--- config.mk ---
export PLATFORM = sky130hd
export DESIGN_NAME = i2c_eeprom_target
export DESIGN_NICKNAME = d
export VERILOG_FILES = /design/src/rtl/i2cee_pkg.sv /design/src/rtl/i2cee_lines.sv /design/src/rtl/i2cee_store.sv /design/src/rtl/i2cee_seq.sv /design/src/rtl/i2c_eeprom_target.sv
export SDC_FILE = /design/constraint.sdc
export NUM_CORES = 2
export LEC_CHECK = 0
export CAP_MARGIN = 20
export CORE_ASPECT_RATIO = 0.75
export CORE_MARGIN = 2
export CORE_UTILIZATION = 40
export CTS_BUF_LIST = sky130_fd_sc_hd__clkbuf_4
export DETAILED_ROUTE_END_ITERATION = 8
export GPL_TIMING_DRIVEN = 0
export SYNTH_ARGS = -nofsm -noshare
export SYNTH_HDL_FRONTEND = slang
export SYNTH_HIERARCHICAL = 1
export SYNTH_SLANG_ARGS = --single-unit
export TNS_END_PERCENT = 20
--- constraint.sdc ---
create_clock -name clk -period 4.1 [get_ports clk]
set_input_delay 0.82 -clock clk [delete_from_list [all_inputs] [get_ports clk]]
set_output_delay 0.82 -clock clk [all_outputs]
set_load 0.01 [all_outputs]
--- src/rtl/i2cee_pkg.sv ---
package i2cee_pkg;
  localparam int BYTE_W   = 8;
  localparam int TICK_W   = 5;
  typedef logic [TICK_W-1:0] tick_t;

  localparam tick_t POS_IDLE     = 5'd0;
  localparam tick_t POS_CMD_LAST = 5'd8;
  localparam tick_t POS_BYTE_1ST = 5'd9;
  localparam tick_t POS_BYTE_END = 5'd16;
  localparam tick_t POS_TAIL     = 5'd17;

  // shift one bus bit into the bottom of a byte, MSB arrives first
  function automatic logic [BYTE_W-1:0] shift_msb_first(
      input logic [BYTE_W-1:0] cur, input logic b);
    return {cur[BYTE_W-2:0], b};
  endfunction

  // bit position that follows an accepted bit
  function automatic tick_t advance(input tick_t t);
    return t + tick_t'(1);
  endfunction
endpackage

--- src/rtl/i2cee_lines.sv ---
module i2cee_lines (
  input  logic clk,
  input  logic rst_n,
  input  logic smp_valid,
  input  logic smp_scl,
  input  logic smp_sda,
  output logic ev_start,
  output logic ev_stop,
  output logic rise_ok,
  output logic rise_chg
);
  logic last_scl, last_sda;

  always_ff @(posedge clk or negedge rst_n) begin
    if (!rst_n) begin
      last_scl <= 1'b1;
      last_sda <= 1'b1;
    end else if (smp_valid) begin
      last_scl <= smp_scl;
      last_sda <= smp_sda;
    end
  end

  logic hold_high, scl_up, sda_same;
  assign hold_high = last_scl & smp_scl;
  assign scl_up    = ~last_scl & smp_scl;
  assign sda_same  = (last_sda == smp_sda);

  assign ev_start = smp_valid & hold_high &  last_sda & ~smp_sda;
  assign ev_stop  = smp_valid & hold_high & ~last_sda &  smp_sda;
  assign rise_ok  = smp_valid & scl_up &  sda_same;
  assign rise_chg = smp_valid & scl_up & ~sda_same;
endmodule

--- src/rtl/i2cee_store.sv ---
module i2cee_store #(
  parameter int AW = 8
) (
  input  logic          clk,
  input  logic          wr_en,
  input  logic [AW-1:0] wr_addr,
  input  logic [7:0]    wr_data,
  input  logic [AW-1:0] rd_addr,
  output logic [7:0]    rd_data
);
  localparam int DEPTH = 1 << AW;
  logic [7:0] cells [DEPTH];

  always_ff @(posedge clk) begin
    if (wr_en) cells[wr_addr] <= wr_data;
  end

  assign rd_data = cells[rd_addr];
endmodule

--- src/rtl/i2cee_seq.sv ---
module i2cee_seq
  import i2cee_pkg::*;
#(
  parameter int AW = 8
) (
  input  logic          clk,
  input  logic          rst_n,
  input  logic          smp_valid,
  input  logic          bit_in,
  input  logic          ev_start,
  input  logic          ev_stop,
  input  logic          rise_ok,
  input  logic [7:0]    fetch_data,
  output logic [AW-1:0] fetch_addr,
  output tick_t         pos,
  output logic          ack_pend,
  output logic          rd_dir,
  output logic          sda_q
);
  logic [AW-1:0]     ptr;
  logic [BYTE_W-1:0] dreg;
  logic [BYTE_W-1:0] ptr_wide;
  logic [AW-1:0]     ptr_shifted;
  logic              idle;

  assign idle        = (pos == POS_IDLE) && !ack_pend;
  assign ptr_wide    = shift_msb_first(BYTE_W'(ptr), bit_in);
  assign ptr_shifted = ptr_wide[AW-1:0];
  assign fetch_addr  = rd_dir ? ptr + AW'(1) : ptr_shifted;

  always_ff @(posedge clk or negedge rst_n) begin
    if (!rst_n) begin
      pos      <= POS_IDLE;
      ack_pend <= 1'b0;
      rd_dir   <= 1'b0;
      ptr      <= '0;
      dreg     <= '0;
      sda_q    <= 1'b1;
    end else if (smp_valid) begin
      sda_q <= 1'b1;
      if (ev_start) begin
        pos      <= advance(POS_IDLE);
        ack_pend <= 1'b0;
      end else if (ev_stop) begin
        pos      <= POS_IDLE;
        ack_pend <= 1'b0;
      end else if (!idle && rise_ok) begin
        if (ack_pend) begin
          sda_q    <= 1'b0;
          ack_pend <= 1'b0;
        end else if (pos <= POS_CMD_LAST) begin
          pos <= advance(pos);
          if (pos == POS_CMD_LAST) begin
            ack_pend <= 1'b1;
            rd_dir   <= bit_in;
          end
        end else if (pos <= POS_BYTE_END) begin
          pos <= advance(pos);
          if (rd_dir) begin
            sda_q <= dreg[BYTE_W-1];
            dreg  <= shift_msb_first(dreg, 1'b0);
          end else begin
            ptr <= ptr_shifted;
          end
          if (pos == POS_BYTE_END) begin
            dreg <= fetch_data;
            if (rd_dir) ptr <= fetch_addr;
            else        ack_pend <= 1'b1;
          end
        end else begin
          if (rd_dir) pos <= POS_BYTE_1ST;
        end
      end
    end
  end
endmodule

--- src/rtl/i2c_eeprom_target.sv ---
module i2c_eeprom_target
  import i2cee_pkg::*;
#(
  parameter int AW = 8
) (
  input  logic          clk,
  input  logic          rst_n,
  input  logic          smp_valid,
  input  logic          smp_scl,
  input  logic          smp_sda,
  input  logic          init_we,
  input  logic [AW-1:0] init_addr,
  input  logic [7:0]    init_data,
  output logic          sda_out
);
  logic          ev_start, ev_stop, rise_ok, rise_chg;
  logic [AW-1:0] fetch_addr;
  logic [7:0]    fetch_data;
  tick_t         pos;
  logic          ack_pend, rd_dir;

  i2cee_lines u_lines (
    .clk      (clk),
    .rst_n    (rst_n),
    .smp_valid(smp_valid),
    .smp_scl  (smp_scl),
    .smp_sda  (smp_sda),
    .ev_start (ev_start),
    .ev_stop  (ev_stop),
    .rise_ok  (rise_ok),
    .rise_chg (rise_chg)
  );

  i2cee_store #(.AW(AW)) u_store (
    .clk    (clk),
    .wr_en  (init_we),
    .wr_addr(init_addr),
    .wr_data(init_data),
    .rd_addr(fetch_addr),
    .rd_data(fetch_data)
  );

  i2cee_seq #(.AW(AW)) u_seq (
    .clk       (clk),
    .rst_n     (rst_n),
    .smp_valid (smp_valid),
    .bit_in    (smp_sda),
    .ev_start  (ev_start),
    .ev_stop   (ev_stop),
    .rise_ok   (rise_ok),
    .fetch_data(fetch_data),
    .fetch_addr(fetch_addr),
    .pos       (pos),
    .ack_pend  (ack_pend),
    .rd_dir    (rd_dir),
    .sda_q     (sda_out)
  );
endmodule

==> run summary <==
Status = finished, violations left
Violated checks = setup timing
Crit path depth = 14
Final TNS setup = -197 ps
RSZ-0062 raised after global routing = yes
Total clock sinks = 2,074
Clock Tree Root = clkbuf_4
Critical path data required time = 5230 ps
Kind of end point of the critical path = register
Area of the core = 202,000 um^2
Synth-to-layout area growth = 15.9%
Port bufs = 17
Layout Nets = 4,531
Site Rows = 143
CP top delay family = compound AO/OA/AOI/OAI gates
# setup viols final = 6
Final WL = 261 mm
Dpl ws = -3010 ps
Worst Max-Slew Pin Slew = 1370 ps
Initial DRC count = 7,455
R2R depth = 14
DR pass1 iterations = 6
Footprint of the multi-input gates = 18,800 um^2
Final period utilization = 1.02
Total Power = 0.0411 W
DR vias/cell = 6.12
Critical path, cell by cell = ha_2 > xnor2_1 > a21oi_4 > buf_12 > buf_6 > nor2_2 > clkbuf_4 > a22oi_1 > a31oi_1 > nor4_2 > buf_4 > nor4_4 > o22ai_1 > a2bb2oi_2
Most Crowded Layer GR = met1
Dpl hpwl = 170 mm
Crit path launch type = register
Critical path arrival = 5310 ps
Hold Path Cell Cnt = 1
Met3 track demand over resource = 0.112
Worst-path clk slew = 80 ps
Power Dens Cells = 436 nW/um^2
Number of max-cap violations = 0
H-tree levels = 5
Reg2Reg Launch Point = u_seq/ptr[1]
FMAX = 0.239 GHz
Final Skew = 90.6 ps
Grt met1 use = 0.362
Slew Limit Fails = 0
Top Ports = 23
Global-route wire length before repair = 352 mm
Initial antenna violation count = 10
Post-route insts no fill = 7,547
Drt wl/cell = 34.5 um
Total Routing Usage GR = 0.248
Fill cells = 17,027
Hold Path Origin = init_data[5]
Mapped Area = 81,200 um^2
Post-synthesis instance total = 3,922
Maximum vdd ir drop = 0.252 mV
Cells after DPL = 6,661
Reg2reg end = u_seq/dreg[5]
Register area = 62,200 um^2
Gpl congestion = 0.962
Starting Density = 0.402
CP Launch Point = u_seq/ptr[1]
CTS tree = yes
Sink of the worst hold path = u_store/cells[208][5]
DRC = 0
Overflow after GRT = 0
Dpl cell area = 85,500 um^2
HP Class = in2reg
Slowest CP cell = a31oi_1
Final Hold Viols = 0
Final worst path period need = 4180 ps
CTS buffer count = 478
Vias post-DR = 46,193
Crit Path Category = reg2reg
Crit path buf inv count = 4
Largest net degree at the start of global routing = 157
Die width = 524 um
R2R setup slack = -80 ps
Number of global-route vias before repair = 43,903
Post-synthesis average cell area = 20.7 um^2
Met2 Use GR = 0.327
Crit-path max FO = 10
Final worst slack = -78.9 ps
Layout cells sized above 1 = 0.347
Total die area = 207,000 um^2
DRT antenna net count = 0
Clock Latency Late Sink = 1280 ps
Max_slew headroom = 0.0872
Mapped Nets = 3,947
CP max stage delay = 460 ps
LEAKAGE = 29.4 nW
Longest Clk Path Bufs = 4
Synth warn = 6
Final instance area = 94,200 um^2
DIE HEIGHT = 394 um
==> cell usage in the layout, fill, tap and decap left out, drive strengths merged, types with 9 or more instances in the layout <==
master,count
a221oi,14
nand3,44
nor3,27
inv,15
nor4,27
edfxtp,2048
clkbuf,791
diode,12
o211ai,11
and2,9
a21oi,109
mux4,456
buf,231
a211oi,17
clkinv,128
o22ai,37
a22oi,134
nand2b,12
nand2,47
dfrtp,23
nor2,293
nand4,14
mux2i,137
o21ai,29
clkdlybuf4s50,9
nor2b,34
o221ai,48
==> per-layer routing <==
metal,wire length [um],vias up
met1,104000,24301
met4,8290,4
met2,107000,3463
met3,41500,482
li1,-,17943
met5,171,-
==> power by group <==
group	switching, W	internal [W]
clock network	0.00819	0.00789
registers	0.0000262	0.0233
logic	0.00107	0.000568
total	0.00928	0.0318
==> state kept, by name, summed over array words and instances, names as in the netlist, named ones only <==
register and flops:
u_seq/rd_dir 1, u_lines/last_sda 1, u_seq/dreg 8, u_seq/ptr 7
u_seq/sda_q 1, u_seq/ack_pend 1, u_seq/pos 5, u_lines/last_scl 1
u_store/cells 2048
==> worst max path at each step <==
stage / slack, ps / end
after floorplan: 670 / u_seq/dreg[2]
after global placement: -6050 / u_store/cells[52][1]
after detailed placement: -3010 / u_seq/dreg[5]
after CTS: 20 / u_seq/dreg[1]
after global routing: -20 / u_seq/dreg[6]
final: -80 / u_seq/dreg[5]
==> what timing repair did <==
item	in CTS	in global routing
gates cloned	1	0
setup buffers	33	21
hold buffers	3	0
resized for setup	495	68
pin swaps	33	25
endpoints found under the hold margin	78	0
setup endpoints to repair	8	8
==> stage by stage <==
step	utilization	hold slack, ps
floorplan	-	455
global placement	0.419	471
detailed placement	0.423	485
CTS	0.463	27.2
global route	0.466	56.6
finish	0.466	119
==> area by class of cell <==
class,instances,share of cell area
Tap cell,2682,0.0356
Sequential cell,2074,0.660
Inverter,8,0.000332
Antenna cell,12,0.000319
Clock inverter,144,0.00781
Buffer,237,0.0259
Multi-Input combinational cell,1592,0.200
Timing Repair Buffer,115,0.0153
Clock buffer,683,0.0544
Note: power is estimated with default switching activity, not from simulation.
